**src/rtl/idec_pkg.sv**
```systemverilog
package idec_pkg;
  localparam int INSTR_W = 32;
  localparam int OPC_W   = 6;
  localparam int IMM_W   = 16;
  localparam int TGT_W   = 26;

  typedef enum logic [3:0] {
    ALU_ADD  = 4'd0,
    ALU_SUB  = 4'd1,
    ALU_AND  = 4'd2,
    ALU_OR   = 4'd3,
    ALU_XOR  = 4'd4,
    ALU_NOR  = 4'd5,
    ALU_SLT  = 4'd6,
    ALU_SLTU = 4'd7,
    ALU_SLL  = 4'd8,
    ALU_SRL  = 4'd9,
    ALU_SRA  = 4'd10,
    ALU_LUI  = 4'd11
  } aluSel_e;

  typedef enum logic [1:0] { IMM_SIGN, IMM_ZERO, IMM_UPPER } immKind_e;
  typedef enum logic [1:0] { DST_RD, DST_RT, DST_LINK } dstSel_e;
  typedef enum logic [1:0] { SZ_BYTE = 2'd0, SZ_HALF = 2'd1, SZ_WORD = 2'd2 } memSize_e;

  typedef struct packed {
    aluSel_e  aluOp;
    logic     aluSrcImm;
    logic     regWrite;
    logic     memRead;
    logic     memWrite;
    memSize_e memSize;
    logic     memSigned;
    logic     brEq;
    logic     brNe;
    logic     jump;
    logic     link;
    logic     jumpReg;
    logic     illegal;
    immKind_e immKind;
    dstSel_e  dstSel;
  } ctrlStrobes_t;

  // primary opcodes
  localparam logic [OPC_W-1:0] OP_REG   = 6'd0;
  localparam logic [OPC_W-1:0] OP_J     = 6'd2;
  localparam logic [OPC_W-1:0] OP_JAL   = 6'd3;
  localparam logic [OPC_W-1:0] OP_BEQ   = 6'd4;
  localparam logic [OPC_W-1:0] OP_BNE   = 6'd5;
  localparam logic [OPC_W-1:0] OP_ADDI  = 6'd8;
  localparam logic [OPC_W-1:0] OP_ADDIU = 6'd9;
  localparam logic [OPC_W-1:0] OP_SLTI  = 6'd10;
  localparam logic [OPC_W-1:0] OP_SLTIU = 6'd11;
  localparam logic [OPC_W-1:0] OP_ANDI  = 6'd12;
  localparam logic [OPC_W-1:0] OP_ORI   = 6'd13;
  localparam logic [OPC_W-1:0] OP_XORI  = 6'd14;
  localparam logic [OPC_W-1:0] OP_LUI   = 6'd15;
  localparam logic [OPC_W-1:0] OP_LB    = 6'd32;
  localparam logic [OPC_W-1:0] OP_LH    = 6'd33;
  localparam logic [OPC_W-1:0] OP_LW    = 6'd35;
  localparam logic [OPC_W-1:0] OP_LBU   = 6'd36;
  localparam logic [OPC_W-1:0] OP_LHU   = 6'd37;
  localparam logic [OPC_W-1:0] OP_SB    = 6'd40;
  localparam logic [OPC_W-1:0] OP_SH    = 6'd41;
  localparam logic [OPC_W-1:0] OP_SW    = 6'd43;

  // function codes under OP_REG
  localparam logic [5:0] FN_SLL  = 6'd0;
  localparam logic [5:0] FN_SRL  = 6'd2;
  localparam logic [5:0] FN_SRA  = 6'd3;
  localparam logic [5:0] FN_JR   = 6'd8;
  localparam logic [5:0] FN_ADD  = 6'd32;
  localparam logic [5:0] FN_ADDU = 6'd33;
  localparam logic [5:0] FN_SUB  = 6'd34;
  localparam logic [5:0] FN_SUBU = 6'd35;
  localparam logic [5:0] FN_AND  = 6'd36;
  localparam logic [5:0] FN_OR   = 6'd37;
  localparam logic [5:0] FN_XOR  = 6'd38;
  localparam logic [5:0] FN_NOR  = 6'd39;
  localparam logic [5:0] FN_SLT  = 6'd42;
  localparam logic [5:0] FN_SLTU = 6'd43;
endpackage

```
**src/rtl/decCtrl.sv**
```systemverilog
module decCtrl
  import idec_pkg::*;
(
  input  logic [OPC_W-1:0] opcode,
  input  logic [5:0]       funct,
  output ctrlStrobes_t     ctrl
);
  ctrlStrobes_t base;

  always_comb begin
    base           = '0;
    base.aluOp     = ALU_ADD;
    base.memSize   = SZ_BYTE;
    base.immKind   = IMM_SIGN;
    base.dstSel    = DST_RT;
  end

  // ALU register-format op for a function code; flags unknown codes
  function automatic ctrlStrobes_t regFormat(input ctrlStrobes_t b, input logic [5:0] fn);
    ctrlStrobes_t c;
    c          = b;
    c.dstSel   = DST_RD;
    c.regWrite = 1'b1;
    case (fn)
      FN_SLL:           c.aluOp = ALU_SLL;
      FN_SRL:           c.aluOp = ALU_SRL;
      FN_SRA:           c.aluOp = ALU_SRA;
      FN_ADD, FN_ADDU:  c.aluOp = ALU_ADD;
      FN_SUB, FN_SUBU:  c.aluOp = ALU_SUB;
      FN_AND:           c.aluOp = ALU_AND;
      FN_OR:            c.aluOp = ALU_OR;
      FN_XOR:           c.aluOp = ALU_XOR;
      FN_NOR:           c.aluOp = ALU_NOR;
      FN_SLT:           c.aluOp = ALU_SLT;
      FN_SLTU:          c.aluOp = ALU_SLTU;
      FN_JR: begin
        c.regWrite = 1'b0;
        c.jumpReg  = 1'b1;
      end
      default: begin
        c         = b;
        c.dstSel  = DST_RD;
        c.illegal = 1'b1;
      end
    endcase
    return c;
  endfunction

  function automatic ctrlStrobes_t aluImm(input ctrlStrobes_t b, input aluSel_e op,
                                          input immKind_e kind);
    ctrlStrobes_t c;
    c           = b;
    c.aluOp     = op;
    c.aluSrcImm = 1'b1;
    c.regWrite  = 1'b1;
    c.immKind   = kind;
    return c;
  endfunction

  function automatic ctrlStrobes_t memAccess(input ctrlStrobes_t b, input logic isLoad,
                                             input memSize_e sz, input logic sgn);
    ctrlStrobes_t c;
    c           = b;
    c.aluSrcImm = 1'b1;
    c.memSize   = sz;
    c.memRead   = isLoad;
    c.memWrite  = !isLoad;
    c.regWrite  = isLoad;
    c.memSigned = isLoad & sgn;
    return c;
  endfunction

  always_comb begin
    ctrl = base;
    case (opcode)
      OP_REG:   ctrl = regFormat(base, funct);
      OP_ADDI,
      OP_ADDIU: ctrl = aluImm(base, ALU_ADD,  IMM_SIGN);
      OP_SLTI:  ctrl = aluImm(base, ALU_SLT,  IMM_SIGN);
      OP_SLTIU: ctrl = aluImm(base, ALU_SLTU, IMM_SIGN);
      OP_ANDI:  ctrl = aluImm(base, ALU_AND,  IMM_ZERO);
      OP_ORI:   ctrl = aluImm(base, ALU_OR,   IMM_ZERO);
      OP_XORI:  ctrl = aluImm(base, ALU_XOR,  IMM_ZERO);
      OP_LUI:   ctrl = aluImm(base, ALU_LUI,  IMM_UPPER);
      OP_LB:    ctrl = memAccess(base, 1'b1, SZ_BYTE, 1'b1);
      OP_LH:    ctrl = memAccess(base, 1'b1, SZ_HALF, 1'b1);
      OP_LW:    ctrl = memAccess(base, 1'b1, SZ_WORD, 1'b1);
      OP_LBU:   ctrl = memAccess(base, 1'b1, SZ_BYTE, 1'b0);
      OP_LHU:   ctrl = memAccess(base, 1'b1, SZ_HALF, 1'b0);
      OP_SB:    ctrl = memAccess(base, 1'b0, SZ_BYTE, 1'b0);
      OP_SH:    ctrl = memAccess(base, 1'b0, SZ_HALF, 1'b0);
      OP_SW:    ctrl = memAccess(base, 1'b0, SZ_WORD, 1'b0);
      OP_BEQ: begin
        ctrl.aluOp = ALU_SUB;
        ctrl.brEq  = 1'b1;
      end
      OP_BNE: begin
        ctrl.aluOp = ALU_SUB;
        ctrl.brNe  = 1'b1;
      end
      OP_J:     ctrl.jump = 1'b1;
      OP_JAL: begin
        ctrl.jump     = 1'b1;
        ctrl.link     = 1'b1;
        ctrl.regWrite = 1'b1;
        ctrl.dstSel   = DST_LINK;
      end
      default:  ctrl.illegal = 1'b1;
    endcase
  end

  // an unrecognised word must leave every enable low
  always_comb begin
    a_r12_illegal_quiet: assert (!ctrl.illegal ||
      !(ctrl.regWrite || ctrl.memRead || ctrl.memWrite || ctrl.brEq || ctrl.brNe ||
        ctrl.jump || ctrl.link || ctrl.jumpReg || ctrl.aluSrcImm));
  end
endmodule

```
**src/rtl/decDatapath.sv**
```systemverilog
module decDatapath
  import idec_pkg::*;
#(
  parameter int DATA_W    = 32,
  parameter int REG_IDX_W = 5,
  parameter int LINK_REG  = 31
) (
  input  logic [TGT_W-1:0]     fields,
  input  immKind_e             immKind,
  input  dstSel_e              dstSel,
  input  logic                 wrReq,
  output logic [REG_IDX_W-1:0] rsIdx,
  output logic [REG_IDX_W-1:0] rtIdx,
  output logic [REG_IDX_W-1:0] destIdx,
  output logic [REG_IDX_W-1:0] shamt,
  output logic [DATA_W-1:0]    immExt,
  output logic [DATA_W-1:0]    branchOffset,
  output logic [TGT_W+1:0]     jumpOffset,
  output logic                 regWrite
);
  localparam int EXT_W  = DATA_W - IMM_W;
  localparam int RS_LO  = TGT_W - REG_IDX_W;
  localparam int RT_LO  = RS_LO - REG_IDX_W;
  localparam int RD_LO  = RT_LO - REG_IDX_W;
  localparam int SH_LO  = RD_LO - REG_IDX_W;

  logic [IMM_W-1:0]  imm;
  logic [DATA_W-1:0] immSigned;
  logic [DATA_W-1:0] immZero;
  logic [DATA_W-1:0] immUpper;
  logic [REG_IDX_W-1:0] rdIdx;

  assign rsIdx = fields[RS_LO +: REG_IDX_W];
  assign rtIdx = fields[RT_LO +: REG_IDX_W];
  assign rdIdx = fields[RD_LO +: REG_IDX_W];
  assign shamt = fields[SH_LO +: REG_IDX_W];
  assign imm   = fields[IMM_W-1:0];

  generate
    if (EXT_W > 0) begin : gExt
      assign immSigned = {{EXT_W{imm[IMM_W-1]}}, imm};
      assign immZero   = {{EXT_W{1'b0}}, imm};
    end else begin : gNoExt
      assign immSigned = imm[DATA_W-1:0];
      assign immZero   = imm[DATA_W-1:0];
    end
  endgenerate

  assign immUpper     = immZero << IMM_W;
  assign branchOffset = immSigned << 2;
  assign jumpOffset   = {fields, 2'b00};

  always_comb begin
    case (immKind)
      IMM_ZERO:  immExt = immZero;
      IMM_UPPER: immExt = immUpper;
      default:   immExt = immSigned;
    endcase
  end

  always_comb begin
    case (dstSel)
      DST_RD:   destIdx = rdIdx;
      DST_LINK: destIdx = REG_IDX_W'(LINK_REG);
      default:  destIdx = rtIdx;
    endcase
  end

  // register 0 is constant: a write aimed at it is dropped
  assign regWrite = wrReq && (destIdx != '0);
endmodule

```
**src/rtl/instrDecoder.sv**
```systemverilog
module instrDecoder
  import idec_pkg::*;
#(
  parameter int DATA_W    = 32,
  parameter int REG_IDX_W = 5,
  parameter int LINK_REG  = 31
) (
  input  logic [31:0]          instr,
  output logic [REG_IDX_W-1:0] rsIdx,
  output logic [REG_IDX_W-1:0] rtIdx,
  output logic [REG_IDX_W-1:0] destIdx,
  output logic [REG_IDX_W-1:0] shamt,
  output logic [DATA_W-1:0]    immExt,
  output logic [DATA_W-1:0]    branchOffset,
  output logic [27:0]          jumpOffset,
  output logic [3:0]           aluOp,
  output logic                 aluSrcImm,
  output logic                 regWrite,
  output logic                 memRead,
  output logic                 memWrite,
  output logic [1:0]           memSize,
  output logic                 memSigned,
  output logic                 branchEq,
  output logic                 branchNe,
  output logic                 jump,
  output logic                 jumpLink,
  output logic                 jumpReg,
  output logic                 illegal
);
  ctrlStrobes_t ctrl;

  decCtrl uCtrl (
    .opcode (instr[INSTR_W-1 -: OPC_W]),
    .funct  (instr[5:0]),
    .ctrl   (ctrl)
  );

  decDatapath #(
    .DATA_W    (DATA_W),
    .REG_IDX_W (REG_IDX_W),
    .LINK_REG  (LINK_REG)
  ) uPath (
    .fields       (instr[TGT_W-1:0]),
    .immKind      (ctrl.immKind),
    .dstSel       (ctrl.dstSel),
    .wrReq        (ctrl.regWrite),
    .rsIdx        (rsIdx),
    .rtIdx        (rtIdx),
    .destIdx      (destIdx),
    .shamt        (shamt),
    .immExt       (immExt),
    .branchOffset (branchOffset),
    .jumpOffset   (jumpOffset),
    .regWrite     (regWrite)
  );

  assign aluOp     = ctrl.aluOp;
  assign aluSrcImm = ctrl.aluSrcImm;
  assign memRead   = ctrl.memRead;
  assign memWrite  = ctrl.memWrite;
  assign memSize   = ctrl.memSize;
  assign memSigned = ctrl.memSigned;
  assign branchEq  = ctrl.brEq;
  assign branchNe  = ctrl.brNe;
  assign jump      = ctrl.jump;
  assign jumpLink  = ctrl.link;
  assign jumpReg   = ctrl.jumpReg;
  assign illegal   = ctrl.illegal;

  always_comb begin
    // a link jump must land its return address in the link register
    a_r2_link_dest: assert (!ctrl.link || destIdx == REG_IDX_W'(LINK_REG));
    // stores never also write the register file
    a_r9_store_no_regwr: assert (!ctrl.memWrite || !regWrite);
    // a single access is either a read or a write
    a_r8_rw_exclusive: assert (!(memRead && memWrite));
    // logical immediates arrive with a clear upper half
    a_r4_logic_zero_ext: assert (!(aluSrcImm && (ctrl.aluOp == ALU_AND ||
      ctrl.aluOp == ALU_OR || ctrl.aluOp == ALU_XOR)) || immExt[DATA_W-1:IMM_W] == '0);
    // no register write survives an illegal word
    a_r12_no_write: assert (!illegal || !regWrite);
  end
endmodule

```
**config.mk**
```make
export PLATFORM = sky130hd
export DESIGN_NAME = instrDecoder
export DESIGN_NICKNAME = d
export VERILOG_FILES = /design/src/rtl/idec_pkg.sv /design/src/rtl/decCtrl.sv /design/src/rtl/decDatapath.sv /design/src/rtl/instrDecoder.sv
export SDC_FILE = /design/constraint.sdc
export NUM_CORES = 1
export LEC_CHECK = 0
export ABC_AREA = 1
export BUFFER_PORTS_ARGS = -buffer_cell sky130_fd_sc_hd__buf_4
export CAP_MARGIN = 20
export CORE_ASPECT_RATIO = 1.75
export CORE_MARGIN = 1.5
export CORE_UTILIZATION = 36
export DETAILED_ROUTE_END_ITERATION = 16
export MAX_ROUTING_LAYER = met4
export PLACE_DENSITY = 0.93
export SYNTH_ARGS = -nofsm -noshare
export SYNTH_HDL_FRONTEND = slang
export SYNTH_SLANG_ARGS = --single-unit
```
**constraint.sdc**
```tcl
create_clock -name vclk -period 2.6
set_input_delay 0.39 -clock vclk [all_inputs]
set_output_delay 0.39 -clock vclk [all_outputs]
set_load 0.02 [all_outputs]
```
==> Implementation_results.wiki, run 1 <==
{| class="wikitable"
! Metric !! Value
|-
| Count leader, synth || sky130_fd_sc_hd__buf_4
|-
| Number of inserted diodes || 0
|-
| Initial standard-cell utilization of the core || 37.2%
|-
| End point of the worst hold path || rsIdx[1]
|-
| Routed vias/inst || 4.56
|-
| Pwr Density || 216 nW/um^2
|-
| Total vias in the final route || 1692
|-
| Count of flip-flops and latches || 0
|-
| Number of placement rows || 30
|-
| Portion of synthesized cell area occupied by the leading cell type || 39.5%
|-
| Worst ir drop on vdd || 0.150 mV
|-
| Residual DRC count || 0
|-
| Kind of capture point of the worst setup path || output pin
|-
| Wire length of the first global-routing pass || 6600 um
|-
| Worst-path maximum fanout || 15
|-
| Total global routing overflow || 0
|-
| Startpoint kind of the worst setup timing path || primary input
|-
| Dominant cells by area after synthesis || sky130_fd_sc_hd__buf_4, sky130_fd_sc_hd__nand2_1, sky130_fd_sc_hd__inv_1
|-
| Hold Path Stages || 0
|-
| Number of I/O port buffers || 142
|-
| Post-cts repair resize count || 0
|-
| Cells after DPL || 371
|-
| RSZ-0062 raised after global routing || false
|-
| Proportion of layout cells with a drive suffix above 1 || 49.5%
|-
| Cts hold-fix bufs || 0
|-
| Antenna-violating nets left || 0
|-
| Vertical die dimension || 86.2 um
|-
| Final setup violation count || 0
|-
| Pin count of the biggest net entering global routing || 20
|-
| Min cycle time layout || 2420 ps
|-
| Number of top-level pins || 161
|-
| Total negative slack || 0 ps
|-
| Fin cells || 371
|-
| Buffers inserted by post-CTS timing repair || 0
|-
| Routed WL per cell || 11.9 um
|-
| Synthesis-to-layout area growth || 38.8%
|-
| DP Area || 1970 um^2
|-
| Post-route design area || 1980 um^2
|-
| Maximum clock frequency || 0.412 GHz
|-
| Area enclosed by the die boundary || 4360 um^2
|-
| Fin worst setup slack || 175 ps
|-
| Distinct cell type count after synthesis || 26
|-
| Post-synthesis cell count || 257
|-
| Class of the tightest hold or removal check || in -> out
|-
| Hold Violations, Final || 0
|-
| Critical Path AT || 2030 ps
|-
| Post-synthesis sequential area ratio || 0%
|-
| Required time worst endpoint || 2210 ps
|-
| Post-DP HPWL || 3750 um
|-
| Width of the chip || 50.5 um
|-
| Via count of the first global-routing pass || 1506
|-
| Number of max-capacitance violations reported || 0
|-
| Lkg Pwr || 1.21 nW
|-
| Period utilization || 93.3%
|-
| Mapped Avg Cell Area || 5.54 um^2
|-
| Run status || complete, no violations
|-
| Sequential standard cell area || 0 um^2
|-
| Minimum setup slack after placement || 56.4 ps
|-
| Total global routing track utilization || 18.8%
|-
| Hold wc startpoint || instr[22]
|-
| Classification of the worst setup path || in -> out
|-
| Number of antenna violations at the first check in global routing || 0
|-
| Standard cell core area || 3830 um^2
|-
| Initial detailed-routing violation count || 27
|-
| Total count of max-transition violations in the final report || 0
|-
| Total iterations of the first detailed-routing run || 4
|-
| Cell type with the highest aggregate area in the netlist || sky130_fd_sc_hd__buf_4
|-
| Final routed wirelength across all metal layers || 4400 um
|-
| Netlist Area Pre-Place || 1420 um^2
|-
| Warnings from Yosys || 0
|-
| Clkbuf count || 0
|-
| Commonest cells in the netlist || sky130_fd_sc_hd__buf_4, sky130_fd_sc_hd__nand2_1, sky130_fd_sc_hd__inv_1, sky130_fd_sc_hd__nor2_1, sky130_fd_sc_hd__o21ai_0
|-
| Placer's final routability congestion estimate || 0.913
|-
| # nets final || 359
|}
## critical path: stages
cell and delay, ps:
sky130_fd_sc_hd__buf_4 140, sky130_fd_sc_hd__nor2_8 170, sky130_fd_sc_hd__nand3_1 160, sky130_fd_sc_hd__inv_2 100, sky130_fd_sc_hd__nand2_1 100, sky130_fd_sc_hd__ha_1 330
sky130_fd_sc_hd__inv_1 80, sky130_fd_sc_hd__nand2_2 160, sky130_fd_sc_hd__o21ai_0 220, sky130_fd_sc_hd__buf_4 170
## cells by family after synthesis
| family | count (synthesis) | synth area share, % |
|---|---|---|
| buffers and inverters | 120 | 52.5 |
| AND/OR/NAND/NOR | 105 | 33.6 |
| AO/OA/AOI/OAI | 29 | 12.0 |
| adder cells (fa/ha/maj) | 2 | 1.76 |
| other | 1 | 0.263 |
## power breakdown
group | internal (mW) | switching, mW
Combinational | 0.171 | 0.256
Clock | 0 | 0
Sequential | 0 | 0
Total | 0.171 | 0.256
## layout by cell type (no fill, tap or decap)
cell,n
sky130_fd_sc_hd__a211oi_1,1
sky130_fd_sc_hd__a21oi_1,3
sky130_fd_sc_hd__and2_1,1
sky130_fd_sc_hd__buf_4,143
sky130_fd_sc_hd__clkinv_1,1
sky130_fd_sc_hd__conb_1,4
sky130_fd_sc_hd__ha_1,2
sky130_fd_sc_hd__inv_1,36
sky130_fd_sc_hd__inv_2,3
sky130_fd_sc_hd__nand2_1,37
sky130_fd_sc_hd__nand2_2,4
sky130_fd_sc_hd__nand3_1,16
sky130_fd_sc_hd__nand3_2,1
sky130_fd_sc_hd__nand4_1,5
sky130_fd_sc_hd__nor2_1,35
sky130_fd_sc_hd__nor2_2,2
sky130_fd_sc_hd__nor2_4,2
sky130_fd_sc_hd__nor2_8,1
sky130_fd_sc_hd__nor3_1,1
sky130_fd_sc_hd__o211a_1,1
sky130_fd_sc_hd__o211ai_1,1
sky130_fd_sc_hd__o21ai_0,18
sky130_fd_sc_hd__o21ai_1,1
sky130_fd_sc_hd__o21ai_2,4
## metrics by stage
step	power (mW)	hold WS, ps	util (%)
2_1_floorplan	0.310	860	-
3_3_place_gp	0.422	780	51.5
3_5_place_dp	0.428	780	51.5
4_1_cts	0.429	780	51.5
5_1_grt	0.455	780	51.6
6_report	0.428	780	51.6
## how the worst max path moves through the flow
stage          depth (start not counted)         end       from
3_5_place_dp                          10  immExt[28]  instr[31]
3_3_place_gp                          10  immExt[28]  instr[31]
6_report                              10  immExt[28]  instr[31]
5_1_grt                               10  immExt[20]  instr[31]
2_1_floorplan                          9  immExt[16]  instr[31]
4_1_cts                               10  immExt[28]  instr[31]
## layer usage
layer / vias up / part of all wire (%) / GRT usage [%]
met1: 739 / 34 / 17.8
met2: 101 / 55 / 37.7
met3: 9 / 9.5 / 2.41
met4: 0 / 1.8 / 5.90
li1: 843 / - / -
met5: - / 0 / -
## cell type report
class | instances | area, um^2
Fill cell | 405 | 1850
Tap cell | 48 | 60.1
Inverter | 40 | 150
Timing Repair Buffer | 143 | 1070
Multi-Input combinational cell | 140 | 693
(Power assumes the default switching activity.)
==> run 2: changes to the inputs <==
--- a/config.mk
+++ b/config.mk
@@ -10,10 +10,10 @@
 export CAP_MARGIN = 20
 export CORE_ASPECT_RATIO = 1.75
 export CORE_MARGIN = 1.5
-export CORE_UTILIZATION = 36
+export CORE_UTILIZATION = 32
 export DETAILED_ROUTE_END_ITERATION = 16
 export MAX_ROUTING_LAYER = met4
-export PLACE_DENSITY = 0.93
+export PLACE_DENSITY = 0.8
 export SYNTH_ARGS = -nofsm -noshare
 export SYNTH_HDL_FRONTEND = slang
 export SYNTH_SLANG_ARGS = --single-unit
==> constraint.sdc (replaced) <==
create_clock -name vclk -period 2
set_input_delay 0.3 -clock vclk [all_inputs]
set_output_delay 0.3 -clock vclk [all_outputs]
set_load 0.02 [all_outputs]
==> run 2 against run 1 <==
Die area up 12%. Total power up 37%. Global-route usage down 0.93 points. Count of clock-buffer cells in the layout unchanged. Non-clock buffer count up 20. Critical endpoint unchanged. First-iteration DRC count up 44%.
==> Implementation_results.wiki, run 2 (synthesis gave the netlist of run 1 again) <==
{| class="wikitable"
! Metric !! Value
|-
| Count of flip-flops and latches || 0 (unchanged)
|-
| Min cycle time layout || 1960 ps
|-
| Initial standard-cell utilization of the core || 34.0% (was 37.2%)
|-
| Number of top-level pins || 161 (unchanged)
|-
| Buffers inserted by post-CTS timing repair || 0 (unchanged)
|-
| Kind of capture point of the worst setup path || output pin (unchanged)
|-
| Proportion of layout cells with a drive suffix above 1 || 53.9% (was 49.5%)
|-
| Overall power || 587 uW (was 428 uW)
|-
| Post-route design area || 2170 um^2 (was 1980 um^2)
|-
| Switching share of power || 58.5% (was 59.9%)
|-
| Total global routing track utilization || 17.9% (was 18.8%)
|-
| Worst-path maximum fanout || 9 (was 15)
|-
| Routed WL per cell || 12.2 um (was 11.9 um)
|-
| Top Family by Delay on Critical Path || buffers and inverters (was simple AND/OR/NAND/NOR gates)
|-
| Total net switching power || 343 uW (was 256 uW)
|-
| Final routed wirelength across all metal layers || 4770 um (was 4400 um)
|-
| Number of max-capacitance violations reported || 0 (unchanged)
|-
| Number of placement rows || 31 (was 30)
|-
| Met1 wire length || 1580 um (was 1480 um)
|-
| Clkbuf count || 0 (unchanged)
|-
| Number of antenna violations at the first check in global routing || 0 (unchanged)
|-
| Total iterations of the first detailed-routing run || 5 (was 4)
|-
| Total global routing overflow || 0 (unchanged)
|-
| Minimum setup slack after placement || -179 ps (was 56.4 ps)
|-
| Residual DRC count || 0 (unchanged)
|-
| Hold Violations, Final || 0 (unchanged)
|-
| Period utilization || 97.8%
|-
| Total count of max-transition violations in the final report || 0 (unchanged)
|-
| Fin cells || 392 (was 371)
|-
| Internal power || 244 uW (was 171 uW)
|-
| Number of inserted diodes || 0 (unchanged)
|-
| RSZ-0062 raised after global routing || true (was false)
|-
| Most common cell after layout, fill and taps aside || sky130_fd_sc_hd__buf_4 (unchanged)
|-
| Buf/Inv on CP || 5 (was 4)
|-
| Area enclosed by the die boundary || 4870 um^2 (was 4360 um^2)
|-
| Worst ir drop on vdd || 0.205 mV (was 0.150 mV)
|-
| Initial detailed-routing violation count || 39 (was 27)
|-
| Lkg Pwr || 1.31 nW (was 1.21 nW)
|-
| Number of I/O port buffers || 142 (unchanged)
|-
| Fraction of power consumed by the clock network || 0% (about the same)
|-
| Classification of the worst setup path || in -> out (unchanged)
|-
| Run status || complete, no violations (unchanged)
|-
| Final setup violation count || 0 (unchanged)
|-
| Post-layout util || 51.8% (was 51.6%)
|-
| Startpoint kind of the worst setup timing path || primary input (unchanged)
|-
| Cts hold-fix bufs || 0 (unchanged)
|-
| Via count of the first global-routing pass || 1570 (was 1506)
|-
| Crit-path cells || buf_4, nor2_8, nand3_4, inv_2, nand2_2, ha_4, inv_1, nand2_2, buf_6, o21ai_0, buf_4 (was buf_4, nor2_8, nand3_1, inv_2, nand2_1, ha_1, inv_1, nand2_2, o21ai_0, buf_4)
|-
| Cell with the biggest individual delay on the critical path || sky130_fd_sc_hd__ha_4 (was sky130_fd_sc_hd__ha_1)
|-
| End point of the worst hold path || jumpOffset[25] (was rsIdx[1])
|-
| Routed vias/inst || 4.56 (about the same)
|-
| Total negative slack || 0 ps (unchanged)
|-
| Sequential standard cell area || 0 um^2 (unchanged)
|-
| Relative contribution of combinational cells to total power || 100.0% (about the same)
|-
| Leading cell types in the layout, fill and taps excluded || sky130_fd_sc_hd__buf_4, sky130_fd_sc_hd__nand2_1, sky130_fd_sc_hd__inv_1 (unchanged)
|-
| Post-cts repair resize count || 5 (was 0)
|-
| Path length in cells of the critical path || 11 (was 10)
|-
| Pin count of the biggest net entering global routing || 20 (unchanged)
|-
| Maximum clock frequency || 0.511 GHz
|-
| Hold Path Stages || 0 (unchanged)
|-
| Antenna-violating nets left || 0 (unchanged)
|-
| Required time worst endpoint || 1700 ps (was 2210 ps)
|-
| Post-DP HPWL || 4070 um (was 3750 um)
|-
| Cells after DPL || 392 (was 371)
|-
| Flop pwr share || 0% (about the same)
|-
| Pwr Density || 270 nW/um^2 (was 216 nW/um^2)
|-
| Slowest Stage Delay on Critical Path || 230 ps (was 330 ps)
|-
| Fin worst setup slack || 44.5 ps (was 175 ps)
|-
| DP Area || 2120 um^2 (was 1970 um^2)
|-
| Worst hold margin || 600 ps (was 780 ps)
|-
| Total vias in the final route || 1789 (was 1692)
|-
| Width of the chip || 53.4 um (was 50.5 um)
|-
| Synthesis-to-layout area growth || 52.5% (was 38.8%)
|-
| Standard cell core area || 4190 um^2 (was 3830 um^2)
|-
| Critical Path AT || 1660 ps (was 2030 ps)
|-
| Met3 routed wirelength || 420 um (was 419 um)
|-
| Wire length of the first global-routing pass || 6850 um (was 6600 um)
|-
| Class of the tightest hold or removal check || in -> out (unchanged)
|-
| Top routing layer used || met4 (unchanged)
|-
| Hold wc startpoint || instr[23] (was instr[22])
|-
| Met2 wire len || 2700 um (was 2420 um)
|-
| # nets final || 379 (was 359)
|-
| Vertical die dimension || 91.2 um (was 86.2 um)
|-
| Placer's final routability congestion estimate || 0.893 (was 0.913)
|}
==> run 2: cell types whose count changed in the layout (fill, tap and decap cells not counted) <==
cell and delta:
sky130_fd_sc_hd__buf_4 +18, sky130_fd_sc_hd__buf_6 +2, sky130_fd_sc_hd__clkinv_1 -1, sky130_fd_sc_hd__ha_1 -2, sky130_fd_sc_hd__ha_2 +1, sky130_fd_sc_hd__ha_4 +1, sky130_fd_sc_hd__inv_2 +1, sky130_fd_sc_hd__nand3_1 -1
sky130_fd_sc_hd__nand3_4 +1, sky130_fd_sc_hd__nor2_1 -1, sky130_fd_sc_hd__nor2_4 +1, sky130_fd_sc_hd__o21ai_0 -10, sky130_fd_sc_hd__o21ai_1 +10
==> run 2: final cells by class <==
class                           instances  area (um^2)
Multi-Input combinational cell        140          728
Fill cell                             441         2020
Inverter                               40          150
Tap cell                               49         61.3
Timing Repair Buffer                  163         1230
==> run 2: metal layers <==
metal,track usage [%],vias to the layer above
li1,-,890
met1,17.7,776
met2,36.0,106
met3,0.658,17
met4,3.21,0
met5,-,-
==> run 2: worst max-delay path by stage <==
stage                          from         end  slack, ps
after floorplan           instr[31]  immExt[16]        -50
after global placement    instr[31]  immExt[22]       -100
after detailed placement  instr[31]  immExt[22]       -180
after CTS                 instr[31]  immExt[22]          9
after global routing      instr[31]  immExt[29]        -30
final                     instr[31]  immExt[28]         40
==> run 2: power groups by stage <==
stage / clock, mW / combinational (mW) / sequential [mW]
2_1_floorplan: 0 / 0.405 / 0
4_1_cts: 0 / 0.586 / 0
6_report: 0 / 0.587 / 0
5_1_grt: 0 / 0.626 / 0
3_5_place_dp: 0 / 0.582 / 0
3_3_place_gp: 0 / 0.577 / 0
==> run 3: changes to the inputs <==
--- a/config.mk
+++ b/config.mk
@@ -5,15 +5,14 @@
 export SDC_FILE = /design/constraint.sdc
 export NUM_CORES = 1
 export LEC_CHECK = 0
-export ABC_AREA = 1
 export BUFFER_PORTS_ARGS = -buffer_cell sky130_fd_sc_hd__buf_4
 export CAP_MARGIN = 20
 export CORE_ASPECT_RATIO = 1.75
 export CORE_MARGIN = 1.5
-export CORE_UTILIZATION = 32
+export CORE_UTILIZATION = 33
 export DETAILED_ROUTE_END_ITERATION = 16
 export MAX_ROUTING_LAYER = met4
-export PLACE_DENSITY = 0.8
+export PLACE_DENSITY = 0.81
 export SYNTH_ARGS = -nofsm -noshare
 export SYNTH_HDL_FRONTEND = slang
 export SYNTH_SLANG_ARGS = --single-unit
==> run 3 against run 2 <==
The run now ends with negative setup slack left. Non-clock buffer count rose by 6. Synthesized cell count shrank 13%. Critical path depth is 5 lower. Largest cell class unchanged.
==> Implementation_results.wiki, run 3 <==
{| class="wikitable"
! Metric !! Value
|-
| Run status || finished, violations left (was complete, no violations)
|-
| Failing checks || negative setup slack
|-
| Post-route design area || 2580 um^2 (was 2170 um^2)
|-
| Portion of synthesized cell area occupied by the leading cell type || 38.3% (was 39.5%)
|-
| Warnings from Yosys || 0 (unchanged)
|-
| DP Area || 2190 um^2 (was 2120 um^2)
|-
| Fin worst setup slack || -167 ps (was 44.5 ps)
|-
| Leading cell types in the layout, fill and taps excluded || sky130_fd_sc_hd__buf_4, sky130_fd_sc_hd__buf_6, sky130_fd_sc_hd__nand2_1 (was sky130_fd_sc_hd__buf_4, sky130_fd_sc_hd__nand2_1, sky130_fd_sc_hd__inv_1)
|-
| Post-synthesis sequential area ratio || 0% (unchanged)
|-
| Pin count of the biggest net entering global routing || 21 (was 20)
|-
| Worst-path maximum fanout || 3 (was 9)
|-
| Commonest cells in the netlist || sky130_fd_sc_hd__buf_4, sky130_fd_sc_hd__nor2b_1, sky130_fd_sc_hd__a21o_1, sky130_fd_sc_hd__clkbuf_1, sky130_fd_sc_hd__nand2_1 (was sky130_fd_sc_hd__buf_4, sky130_fd_sc_hd__nand2_1, sky130_fd_sc_hd__inv_1, sky130_fd_sc_hd__nor2_1, sky130_fd_sc_hd__o21ai_0)
|-
| Min cycle time layout || 2170 ps (was 1960 ps)
|-
| Final routed wirelength across all metal layers || 5500 um (was 4770 um)
|-
| Antenna-violating nets left || 0 (unchanged)
|-
| Total negative slack || -2310 ps (was 0 ps)
|-
| Area enclosed by the die boundary || 4880 um^2 (was 4870 um^2)
|-
| Number of inserted diodes || 0 (unchanged)
|-
| Hold Violations, Final || 0 (unchanged)
|-
| Critical Path AT || 1870 ps (was 1660 ps)
|-
| Flop pwr share || 0% (about the same)
|-
| Initial detailed-routing violation count || 31 (was 39)
|-
| Width of the chip || 53.4 um (about the same)
|-
| Initial standard-cell utilization of the core || 34.0% (about the same)
|-
| Via count of the first global-routing pass || 1605 (was 1570)
|-
| Routed WL per cell || 15.5 um (was 12.2 um)
|-
| Number of I/O port buffers || 142 (unchanged)
|-
| Count leader, synth || sky130_fd_sc_hd__buf_4 (unchanged)
|-
| Mapped Avg Cell Area || 6.56 um^2 (was 5.54 um^2)
|-
| Relative contribution of combinational cells to total power || 100.0% (about the same)
|-
| Number of top-level pins || 161 (unchanged)
|-
| Cts hold-fix bufs || 0 (unchanged)
|-
| CP Capture Point || regWrite (was immExt[28])
|-
| Kind of capture point of the worst setup path || output pin (unchanged)
|-
| Post-synthesis cell count || 224 (was 257)
|-
| Post-DP HPWL || 3890 um (was 4070 um)
|-
| Hold wc startpoint || instr[21] (was instr[23])
|-
| Distinct cell type count after synthesis || 41 (was 26)
|-
| Total iterations of the first detailed-routing run || 4 (was 5)
|-
| Placer's final routability congestion estimate || 0.770 (was 0.893)
|-
| Class of the tightest hold or removal check || in -> out (unchanged)
|-
| Total net switching power || 364 uW (was 343 uW)
|-
| Total global routing overflow || 0 (unchanged)
|-
| Startpoint kind of the worst setup timing path || primary input (unchanged)
|-
| Total vias in the final route || 1757 (was 1789)
|-
| Total global routing track utilization || 21.1% (was 17.9%)
|-
| Final setup violation count || 30 (was 0)
|-
| RSZ-0062 raised after global routing || true (unchanged)
|-
| Number of max-capacitance violations reported || 0 (unchanged)
|-
| Netlist Area Pre-Place || 1470 um^2 (was 1420 um^2)
|-
| Switching share of power || 52.6% (was 58.5%)
|-
| Synthesis-to-layout area growth || 75.4% (was 52.5%)
|-
| Classification of the worst setup path || in -> out (unchanged)
|-
| Number of antenna violations at the first check in global routing || 0 (unchanged)
|-
| Wire length of the first global-routing pass || 7910 um (was 6850 um)
|-
| Count of flip-flops and latches || 0 (unchanged)
|-
| Total count of max-transition violations in the final report || 0 (unchanged)
|-
| Fraction of power consumed by the clock network || 0% (about the same)
|-
| Proportion of layout cells with a drive suffix above 1 || 65.9% (was 53.9%)
|-
| Dominant cells by area after synthesis || sky130_fd_sc_hd__buf_4, sky130_fd_sc_hd__nor2b_1, sky130_fd_sc_hd__a21o_1 (was sky130_fd_sc_hd__buf_4, sky130_fd_sc_hd__nand2_1, sky130_fd_sc_hd__inv_1)
|-
| Maximum clock frequency || 0.461 GHz (was 0.511 GHz)
|-
| # nets final || 341 (was 379)
|-
| Vertical die dimension || 91.3 um (was 91.2 um)
|-
| Lkg Pwr || 1.39 nW (was 1.31 nW)
|-
| Routed vias/inst || 4.94 (was 4.56)
|-
| Number of placement rows || 32 (was 31)
|-
| Critical Path Start || instr[29] (was instr[31])
|-
| Pwr Density || 268 nW/um^2 (was 270 nW/um^2)
|-
| Clkbuf count || 0 (unchanged)
|-
| Required time worst endpoint || 1700 ps (about the same)
|-
| Standard cell core area || 4320 um^2 (was 4190 um^2)
|-
| Sequential standard cell area || 0 um^2 (unchanged)
|-
| Worst ir drop on vdd || 0.214 mV (was 0.205 mV)
|-
| Internal power || 328 uW (was 244 uW)
|-
| Residual DRC count || 0 (unchanged)
|-
| Period utilization || 108% (was 97.8%)
|-
| Cell type with the highest aggregate area in the netlist || sky130_fd_sc_hd__buf_4 (unchanged)
|-
| Most common cell after layout, fill and taps aside || sky130_fd_sc_hd__buf_4 (unchanged)
|}
## run 3: cell count changes in the layout (fill, tap and decap cells not counted), moves of 10 or more
cell | before | now
sky130_fd_sc_hd__a21o_1 | 0 | 10
sky130_fd_sc_hd__buf_4 | 161 | 127
sky130_fd_sc_hd__buf_6 | 2 | 34
sky130_fd_sc_hd__inv_1 | 36 | 6
sky130_fd_sc_hd__nand2_1 | 37 | 13
sky130_fd_sc_hd__nand3_1 | 15 | 2
sky130_fd_sc_hd__nor2_1 | 34 | 7
sky130_fd_sc_hd__o21ai_1 | 11 | 0
## run 3: power groups by stage
stage | Clock [mW] | Sequential (mW) | Combinational, mW
3_3_place_gp | 0 | 0 | 0.600
5_1_grt | 0 | 0 | 0.728
2_1_floorplan | 0 | 0 | 0.434
6_report | 0 | 0 | 0.691
3_5_place_dp | 0 | 0 | 0.605
4_1_cts | 0 | 0 | 0.656
## run 3: per-layer routing
| metal | global-route usage, % | wire, um | part of all wire, % | vias to the layer above |
|---|---|---|---|---|
| li1 | - | - | - | 838 |
| met1 | 21.1 | 1880 | 34 | 834 |
| met2 | 42.0 | 3250 | 59 | 73 |
| met3 | 1.64 | 286 | 5.2 | 12 |
| met4 | 2.99 | 89 | 1.6 | 0 |
| met5 | - | 0 | 0 | - |
## run 3: worst max-delay path, stage by stage
cell	delay, ps
sky130_fd_sc_hd__buf_8	100
sky130_fd_sc_hd__or4_4	530
sky130_fd_sc_hd__or3_4	360
sky130_fd_sc_hd__mux2_4	310
sky130_fd_sc_hd__a22oi_2	130
sky130_fd_sc_hd__buf_6	140
## run 3: cell families after synthesis
kind of cell / count (synthesis) / synth area share [%]
AO/OA/AOI/OAI: 42 / 20.4
XOR/XNOR: 1 / 0.596
adder cells (fa/ha/maj): 2 / 1.70
buffers and inverters: 97 / 45.0
multiplexers: 5 / 3.75
other: 1 / 0.255
AND/OR/NAND/NOR: 76 / 28.4
## run 3: through the flow
step | instances | utilization (%) | worst slack, ps | power [mW] | hold slack [ps]
after floorplan | 227 | - | -200 | 0.434 | 713
after global placement | 346 | 50.5 | -384 | 0.600 | 600
after detailed placement | 346 | 50.5 | -416 | 0.605 | 600
after CTS | 356 | 56.0 | -154 | 0.656 | 600
after global routing | 356 | 59.6 | -230 | 0.728 | 600
final | 356 | 59.6 | -167 | 0.691 | 600
## run 3: layout make-up
type / instances / area [um^2]
fill: 404 / 1750
timing repair buffer: 169 / 1480
inverter: 6 / 22.5
tap: 51 / 63.8
multi-input combinational: 130 / 1010
## run 3: worst min path at each step
| stage | endpoint | slack [ps] | depth (start not counted) |
|---|---|---|---|
| 2_1_floorplan | branchOffset[10] | 710 | 1 |
| 3_3_place_gp | jumpOffset[23] | 600 | 0 |
| 3_5_place_dp | jumpOffset[23] | 600 | 0 |
| 4_1_cts | jumpOffset[23] | 600 | 0 |
| 5_1_grt | rsIdx[1] | 600 | 0 |
| 6_report | jumpOffset[23] | 600 | 0 |
## run 3: what timing repair did
action | CTS | global route
setup buffers | 8 | 0
setup endpoints to repair | 39 | 41
gates cloned | 2 | 0
pin swaps | 8 | 5
gates resized for setup | 35 | 37
